[src/rtl/rxpk_pkg.sv]
package rxpk_pkg;
  localparam int BYTE_W = 8;

  // Number of bits needed to hold a value from 0 up to n.
  function automatic int count_w(input int n);
    return $clog2(n + 1);
  endfunction
endpackage

[src/rtl/rxpk_todo.sv]
module rxpk_todo #(
  parameter int CNT_W = 16
) (
  input  logic             clk,
  input  logic             rst_n,
  input  logic             req_we,
  input  logic [CNT_W-1:0] req_count,
  input  logic             byte_in,
  output logic [CNT_W-1:0] todo,
  output logic             run,
  output logic             take,
  output logic             last
);
  logic load;

  function automatic logic [CNT_W-1:0] step_down(input logic [CNT_W-1:0] v);
    return v - CNT_W'(1);
  endfunction

  assign load = req_we && (todo == '0) && (req_count != '0);
  assign take = byte_in && (todo != '0);
  assign last = take && (todo == CNT_W'(1));
  assign run  = (todo != '0);

  always_ff @(posedge clk or negedge rst_n) begin
    if (!rst_n)    todo <= '0;
    else if (load) todo <= req_count;
    else if (take) todo <= step_down(todo);
  end

  AST_LOAD_COUNT: assert property (@(posedge clk) disable iff (!rst_n)
    load |=> todo == $past(req_count));
  AST_ZERO_REQ: assert property (@(posedge clk) disable iff (!rst_n)
    (todo == '0) && !(req_we && req_count != '0) |=> todo == '0);
  AST_BUSY_HOLD: assert property (@(posedge clk) disable iff (!rst_n)
    (todo != '0) && req_we && !byte_in |=> $stable(todo));
  AST_STEP_ONE: assert property (@(posedge clk) disable iff (!rst_n)
    take |=> todo == $past(todo) - CNT_W'(1));
endmodule

[src/rtl/rxpk_packer.sv]
module rxpk_packer
  import rxpk_pkg::*;
#(
  parameter int WORD_BYTES = 4,
  parameter int NB_W       = 3,
  localparam int WORD_W    = WORD_BYTES * BYTE_W
) (
  input  logic              clk,
  input  logic              rst_n,
  input  logic              take,
  input  logic              last,
  input  logic [BYTE_W-1:0] din,
  output logic              out_valid,
  output logic [WORD_W-1:0] out_data,
  output logic [NB_W-1:0]   out_bytes
);
  logic [WORD_W-1:0] acc;
  logic [NB_W-1:0]   fill;
  logic [WORD_W-1:0] acc_nx;
  logic [NB_W-1:0]   fill_nx;
  logic              lane_full;
  logic              emit;

  // Append a byte at the low end: the oldest byte moves toward the top lane.
  function automatic logic [WORD_W-1:0] shift_in(input logic [WORD_W-1:0] a,
                                                 input logic [BYTE_W-1:0] b);
    return {a[WORD_W-BYTE_W-1:0], b};
  endfunction

  assign acc_nx    = shift_in(acc, din);
  assign fill_nx   = fill + NB_W'(1);
  assign lane_full = (fill == NB_W'(WORD_BYTES - 1));
  assign emit      = take && (lane_full || last);

  always_ff @(posedge clk or negedge rst_n) begin
    if (!rst_n) begin
      acc       <= '0;
      fill      <= '0;
      out_valid <= 1'b0;
      out_data  <= '0;
      out_bytes <= '0;
    end else begin
      out_valid <= emit;
      if (emit) begin
        out_data  <= acc_nx;
        out_bytes <= fill_nx;
        acc       <= '0;
        fill      <= '0;
      end else if (take) begin
        acc  <= acc_nx;
        fill <= fill_nx;
      end
    end
  end

  AST_FULL_WORD: assert property (@(posedge clk) disable iff (!rst_n)
    take && lane_full |=> out_valid && out_bytes == NB_W'(WORD_BYTES));
  AST_NB_RANGE: assert property (@(posedge clk) disable iff (!rst_n)
    out_valid |-> (out_bytes != '0) && (out_bytes <= NB_W'(WORD_BYTES)));
  AST_ONE_PULSE: assert property (@(posedge clk) disable iff (!rst_n)
    !take |=> !out_valid);
endmodule

[src/rtl/rxpk_unit.sv]
module rxpk_unit
  import rxpk_pkg::*;
#(
  parameter int CNT_W      = 16,
  parameter int WORD_BYTES = 4,
  localparam int WORD_W    = WORD_BYTES * BYTE_W,
  localparam int NB_W      = count_w(WORD_BYTES)
) (
  input  logic              clk,
  input  logic              rst_n,
  input  logic              req_we,
  input  logic [CNT_W-1:0]  req_count,
  output logic [CNT_W-1:0]  todo_count,
  output logic              clk_run,
  input  logic              rx_byte_valid,
  input  logic [BYTE_W-1:0] rx_byte,
  output logic              word_valid,
  output logic [WORD_W-1:0] word_data,
  output logic [NB_W-1:0]   word_bytes
);
  logic byte_take;
  logic byte_last;

  rxpk_todo #(.CNT_W(CNT_W)) u_todo (
    .clk       (clk),
    .rst_n     (rst_n),
    .req_we    (req_we),
    .req_count (req_count),
    .byte_in   (rx_byte_valid),
    .todo      (todo_count),
    .run       (clk_run),
    .take      (byte_take),
    .last      (byte_last)
  );

  rxpk_packer #(.WORD_BYTES(WORD_BYTES), .NB_W(NB_W)) u_pack (
    .clk       (clk),
    .rst_n     (rst_n),
    .take      (byte_take),
    .last      (byte_last),
    .din       (rx_byte),
    .out_valid (word_valid),
    .out_data  (word_data),
    .out_bytes (word_bytes)
  );

  AST_RUN_STOP_FLUSH: assert property (@(posedge clk) disable iff (!rst_n)
    $fell(clk_run) |-> word_valid);
  AST_PARTIAL_AT_END: assert property (@(posedge clk) disable iff (!rst_n)
    word_valid && (word_bytes != NB_W'(WORD_BYTES)) |-> !clk_run);
  AST_IDLE_NO_WORD: assert property (@(posedge clk) disable iff (!rst_n)
    !clk_run |=> !word_valid);
endmodule

[config.mk]
export PLATFORM = sky130hd
export DESIGN_NAME = rxpk_unit
export DESIGN_NICKNAME = d
export VERILOG_FILES = /design/src/rtl/rxpk_pkg.sv /design/src/rtl/rxpk_todo.sv /design/src/rtl/rxpk_packer.sv /design/src/rtl/rxpk_unit.sv
export SDC_FILE = /design/constraint.sdc
export NUM_CORES = 1
export LEC_CHECK = 0
export BUFFER_PORTS_ARGS = -buffer_cell sky130_fd_sc_hd__buf_2
export CAP_MARGIN = 15
export CORE_MARGIN = 2
export CORE_UTILIZATION = 59
export CTS_BUF_LIST = sky130_fd_sc_hd__clkbuf_8
export CTS_CLUSTER_DIAMETER = 120
export CTS_CLUSTER_SIZE = 10
export DETAILED_ROUTE_END_ITERATION = 8
export GPL_TIMING_DRIVEN = 0
export HOLD_SLACK_MARGIN = 0.1
export PLACE_DENSITY_LB_ADDON = 0.05
export SETUP_SLACK_MARGIN = 0.1
export SLEW_MARGIN = 20
export SYNTH_ARGS = -nofsm -noshare
export SYNTH_HDL_FRONTEND = slang
export SYNTH_SLANG_ARGS = --single-unit
[constraint.sdc]
create_clock -name clk -period 3.3 [get_ports clk]
set_input_delay 0.165 -clock clk [delete_from_list [all_inputs] [get_ports clk]]
set_output_delay 0.165 -clock clk [all_outputs]
set_load 0.005 [all_outputs]
Word-level counts from Yosys, hierarchy flattened --
Cells that the tools add are included.
Word-level totals: word-level logic and storage cells 27, flip-flop bits (word level) 79, input bits 28, output and inout bits 53
Operators by class: $add $sub $neg 2, multiplexer cells 6, eq/ne operators 2, reduce and logical (&&, ||, !) cells 11
Operator list (count):
- $mux 24 | 2
- $mux 16 | 2
- $reduce_bool 16->1 | 2
- $eq 16x1->1 const B | 1
- $logic_not 16->1 | 1
- $sub 16x1->16 const B | 1
- $mux 3 | 2
- $logic_and 1x1->1 | 5
- $reduce_bool 2->1 | 2
- $add 3x1->3 const B | 1
- $eq 3x2->1 const B | 1
- $logic_or 1x1->1 | 1

Depth between registers and ports, before layout --
word-level depth 6, mapped depth 11, gate-level depth less buffers 9

Cells and area by module --
Synthesis repeated with hierarchy kept, for this count alone.
Second synthesis, totals: cell total of the unflattened synthesis 315, area total of the unflattened synthesis 3677.3 µm²
By module, submodules not included:
- rxpk_packer | cells an instance 198, times used 1, area an instance 2607.5 µm²
- rxpk_todo | cells an instance 117, times used 1, area an instance 1069.8 µm²

Least setup slack after synthesis --
No wires, ideal clock.
path kind register to register, start register u_todo.todo[0], end register u_pack.acc[5], setup time 0.121 ns, setup slack 1.143 ns, period minus slack after synthesis 2.157 ns, stages on the path, launching flop included 11, arrival 2.036 ns, cell sequence dfrtp_1 -> inv_1 -> ha_1 -> nor3b_1 -> nand4_1 -> and2_1 -> buf_2 -> and2_1 -> buf_6 -> buf_6 -> a22o_1
On the way: cells in the longest elaborated chain, start to end 6, elaborated cells on any way between the ends 8
RTL lines:
- from (decl) | RTL line rxpk_todo.sv:9 | output logic [CNT_W-1:0] todo,
- from (signal assigned) | RTL line rxpk_todo.sv:27 | else if (load) todo <= req_count;
- from (signal assigned) | RTL line rxpk_todo.sv:28 | else if (take) todo <= step_down(todo);
- $reduce_bool 16->1 | RTL line rxpk_todo.sv:21 | assign take = byte_in && (todo != '0);
- $logic_and 1x1->1 | RTL line rxpk_todo.sv:21
- $logic_and 1x1->1 | RTL line rxpk_todo.sv:22 | assign last = take && (todo == CNT_W'(1));
- $logic_or 1x1->1 | RTL line rxpk_packer.sv:33 | assign emit = take && (lane_full || last);
- $logic_and 1x1->1 | RTL line rxpk_packer.sv:33
- $mux 24 / $reduce_bool 2->1 (equally long branches)
- to (signal assigned) | RTL line rxpk_packer.sv:50 | acc <= acc_nx;
- to (decl) | RTL line rxpk_packer.sv:17 | logic [WORD_W-1:0] acc;
Several ways; a longest one is shown, not always the timed one. A chain may end at the register's enable or synchronous reset.

Worst setup path after layout --
start register u_todo.todo[0], end register u_pack.out_data[6]
On the way: cells in the longest elaborated chain, start to end 5, elaborated cells on any way between the ends 6
RTL lines:
- $reduce_bool 16->1 | RTL line rxpk_todo.sv:21
- $logic_and 1x1->1 | RTL line rxpk_todo.sv:21
- $logic_and 1x1->1 | RTL line rxpk_todo.sv:22
- $logic_or 1x1->1 | RTL line rxpk_packer.sv:33
- $logic_and 1x1->1 (*) | RTL line rxpk_packer.sv:33
- to (signal assigned) | RTL line rxpk_packer.sv:45 | out_data <= acc_nx;
- to (decl) | RTL line rxpk_packer.sv:14 | output logic [WORD_W-1:0] out_data,
Every way passes the cells marked *; elsewhere a longest branch is shown, timed or not.

==> impl_metrics.csv <==
group,metric,value,unit
cts,cts_made_buffers,9,
synthesis,post_synth.cell_area_avg,10.0,um^2
die,top_level_ports,81,
sta,worst_pin_slew,769,ps
final_layout,area_growth,28.5,%
synthesis,post-synth-top-count-cell,"sky130_fd_sc_hd__nand2_1",
detailed_routing,final_antenna_net_count,0,
min_path,timing.hold.worst_path_depth,3,
detailed_routing,met3_wirelength,584,um
global_route,largest_net_degree_at_the_start_of_global_routing,52,
die,initial_utilization,61.3,%
worst_setup_path,worstSetupStartpointType,"flip-flop",
die,die_width,79.6,um
die,die_area,6340,um^2
final_layout,filler_cell_count,362,
global_route,gr-usage-all-layers,28.3,%
worst_setup_path,critical_path_depth,11,
cts,clock_insertion_delay_worst_skew,360,ps
global_route,grt_overflow_total,0,
synthesis,netlist_instances,337,
worst_setup_path,end_kind,"flip-flop",
die,fp.coreArea,5510,um^2
power_and_ir_drop,cellLeakagePower,2.29,nW
final_layout,finalNetCount,486,
sta,max_clock_freq,370,MHz
sta,report.final.slew_viol_count,0,
synthesis,synthMuxAreaShare,0,%
final_layout,share_of_cells_above_drive_strength_1,25.5,%
worst_setup_path,timing.critical_path.cells,"inv_1, ha_1, nor3b_1, nand4_1, and2_1, buf_2, nand2b_4, buf_2, buf_2, nand2_1, nand2_1",
worst_setup_path,worst-endpoint-required,3600,ps
detailed_routing,topRoutingLayerUsed,"met4",
cts,post_cts_buffers,0,
min_path,hp-class,"input port to flip-flop",
final_layout,n_antenna_cell,0,
outcome,status,"complete, no violations",
detailed_routing,drt_pre_antenna_iters,4,
sta,finalCriticalPeriod,2700,ps
power_and_ir_drop,totalPowerFinal,3.57,mW
placed_design,detailedPlacementHpwl,5410,um
detailed_routing,drc,0,
sta,final.period_utilization,81.9,%
synthesis,postSynthRegisterBits,79,
synthesis,synth_compound_gate_area_share,12.0,%
global_route,grt_first_pass_wirelength,13600,um
synthesis,synthArstFlopShare,100,%
sta,hold_vio_cnt_final,0,
worst_setup_path,critPathKind,"flip-flop to flip-flop",
worst_setup_path,cpMostUsedCell,"sky130_fd_sc_hd__buf_2",
die,die_height,79.6,um
worst_setup_path,worst-r2r-cell-count,11,
cts,clock-root-buffer,"sky130_fd_sc_hd__clkbuf_8",
synthesis,synth-xor-area-share,0.778,%
cts,clk_path_buf_depth,2,
worst_setup_path,path_buf_inv,4,
sta,timing.slew.headroom,48.2,%
detailed_routing,route.met2.wl,3620,um
cts,htree_num_levels,3,
synthesis,synth.net_count,369,
power_and_ir_drop,power_density,823,nW/um^2
sta,rsz0062_at_grt,"no",
worst_setup_path,timing.critical_path.slowest_cell_delay,480,ps
cts,cts.sink_count,79,
global_route,initial_antenna_violation_count,0,
worst_setup_path,crit_path_max_fanout,10,
sta,hold-worst-slack,176,ps
synthesis,yosys_warnings,0,
detailed_routing,drt-wirelength-per-cell,15.2,um
synthesis,synth_sequential_area_ratio,58.6,%
power_and_ir_drop,vdd.ir_drop.worst,419,uV
synthesis,yosys.area_share.simple,23.4,%
global_route,grt_pass1_vias,2837,
synthesis,netlist_area,3380,um^2
cts,cts_tree,"done",
synthesis,netlist_top_cells_count,"sky130_fd_sc_hd__nand2_1 (123), sky130_fd_sc_hd__dfrtp_1 (79), sky130_fd_sc_hd__a22o_1 (25), sky130_fd_sc_hd__nor2_1 (13), sky130_fd_sc_hd__nor4_1 (12)",
synthesis,synth_top_cell_by_area,"sky130_fd_sc_hd__dfrtp_1",
synthesis,yosys.cell_types.count,34,
detailed_routing,finalWirelength,8080,um
placed_design,io_buffers,80,
synthesis,synthesized_area_fraction_occupied_by_adder_cells,1.48,%
synthesis,synth_top_flop_cell,"sky130_fd_sc_hd__dfrtp_1",
placed_design,gp_routability_congestion,0.907,
run,cap_violations,0,
synthesis,main_combinational_cell_family_by_area_after_synthesis,"simple AND/OR/NAND/NOR gates",
sta,worst_clock_skew,12.5,ps
worst_setup_path,critPathSlowestCell,"sky130_fd_sc_hd__nor3b_1",
detailed_routing,drt_first_iter_violations,206,
worst_setup_path,cp_data_arrival_time,3000,ps
detailed_routing,met1_length,3750,um
sta,fin_setup_tns,0,ps
synthesis,synth_area_leaders,"sky130_fd_sc_hd__dfrtp_1 (59%), sky130_fd_sc_hd__nand2_1 (14%), sky130_fd_sc_hd__a22o_1 (6.5%), sky130_fd_sc_hd__nor4_1 (2.2%), sky130_fd_sc_hd__a221o_1 (1.8%)",
detailed_routing,detailroute.via_count,2922,
synthesis,synth-edff-count,0,
cts,cts.reportedPaths.clkPinSlew,80,ps
synthesis,synthDominantCellAreaShare,58.6,%
detailed_routing,post_drt_via_cell_ratio,5.50,
sta,setup-violations-final,0,
die,core.rowCount,27,
worst_setup_path,critPathTopFamily,"simple AND/OR/NAND/NOR gates",
-- per-layer routing --
layer | GRT usage, % | vias to the layer above
met4 | 9.66 | 0
met3 | 7.01 | 12
met2 | 41.4 | 134
li1 | - | 1401
met1 | 41.3 | 1375
met5 | 0 | -
-- cell families after synthesis --
family,count (synthesis)
AO/OA/AOI/OAI,53
XOR/XNOR,3
adder cells (fa/ha/maj),4
buffers and inverters,22
flip-flops,79
AND/OR/NAND/NOR,176
-- area by class of cell --
class / instances / area, um^2 / area share (%)
well taps: 72 / 90.1 / 2.08
plain buffers: 17 / 110 / 2.54
clock buffers: 10 / 138 / 3.17
flip-flops and latches: 79 / 1980 / 45.6
repair buffers: 106 / 681 / 15.7
clock inverters: 6 / 52.6 / 1.21
multi-input cells: 236 / 1270 / 29.3
inverters: 5 / 18.8 / 0.433
-- placed cells by master (no fill, tap or decap), types with 3 or more instances in the layout --
cell type / count
sky130_fd_sc_hd__nand4_1: 3
sky130_fd_sc_hd__or3_1: 4
sky130_fd_sc_hd__nor3_1: 5
sky130_fd_sc_hd__inv_1: 4
sky130_fd_sc_hd__buf_2: 89
sky130_fd_sc_hd__xnor2_1: 3
sky130_fd_sc_hd__ha_1: 4
sky130_fd_sc_hd__nand3_1: 5
sky130_fd_sc_hd__buf_6: 4
sky130_fd_sc_hd__o21ai_1: 7
sky130_fd_sc_hd__nor4_1: 12
sky130_fd_sc_hd__a221o_1: 6
sky130_fd_sc_hd__nand2_1: 123
sky130_fd_sc_hd__a22o_1: 25
sky130_fd_sc_hd__clkbuf_8: 10
sky130_fd_sc_hd__o22ai_1: 3
sky130_fd_sc_hd__nor2_1: 13
sky130_fd_sc_hd__a21oi_1: 4
sky130_fd_sc_hd__dlygate4sd3_1: 25
sky130_fd_sc_hd__dfrtp_1: 79
-- where the power goes --
group	switching [mW]	total (mW)	leakage [nW]	internal (mW)
Clock	0.381	0.684	0.0910	0.304
Sequential	0.323	1.67	1.01	1.34
Combinational	0.628	1.22	1.18	0.587
-- what timing repair did --
action,in CTS,in global routing
resized for setup,0,0
endpoints found under the hold margin,74,0
hold buffers,25,0
-- flip-flops by register name, indices dropped and copies added, names as in the netlist --
signal            count
u_pack.out_valid      1
u_todo.todo          16
u_pack.out_bytes      3
u_pack.out_data      32
u_pack.acc           24
u_pack.fill           3
-- path summary, 6_finish.rpt --
kind                            slack, ps                         endpoint                       start
min in group asynchronous             270  u_pack.out_data[15]$_DFFE_PN0P_                       rst_n
worst max register to register        600   u_pack.out_data[6]$_DFFE_PN0P_  u_todo.todo[0]$_DFFE_PN0P_
worst min register to register        470  u_pack.out_data[31]$_DFFE_PN0P_  u_pack.acc[23]$_DFFE_PN0P_
worst max-delay path                  600   u_pack.out_data[6]$_DFFE_PN0P_  u_todo.todo[0]$_DFFE_PN0P_
worst min-delay path                  180       u_todo.todo[2]$_DFFE_PN0P_               rx_byte_valid
max in group asynchronous            2470       u_todo.todo[4]$_DFFE_PN0P_                       rst_n
-- per-stage QoR --
stage          cell area, um^2  instances  util, %  setup WS (ps)
2_1_floorplan             3380        337        -           1140
3_3_place_gp              3870        489     70.2            712
3_5_place_dp              3900        490     70.8            670
4_1_cts                   4340        531     78.8            651
5_1_grt                   4340        531     78.8            411
6_report                  4340        531     78.8            597
-- tightest hold or removal path: stages --
cell	delay [ps]
sky130_fd_sc_hd__buf_2	140
sky130_fd_sc_hd__nand2_1	60
sky130_fd_sc_hd__a221o_1	120
Power figures use the tool's default switching activity.
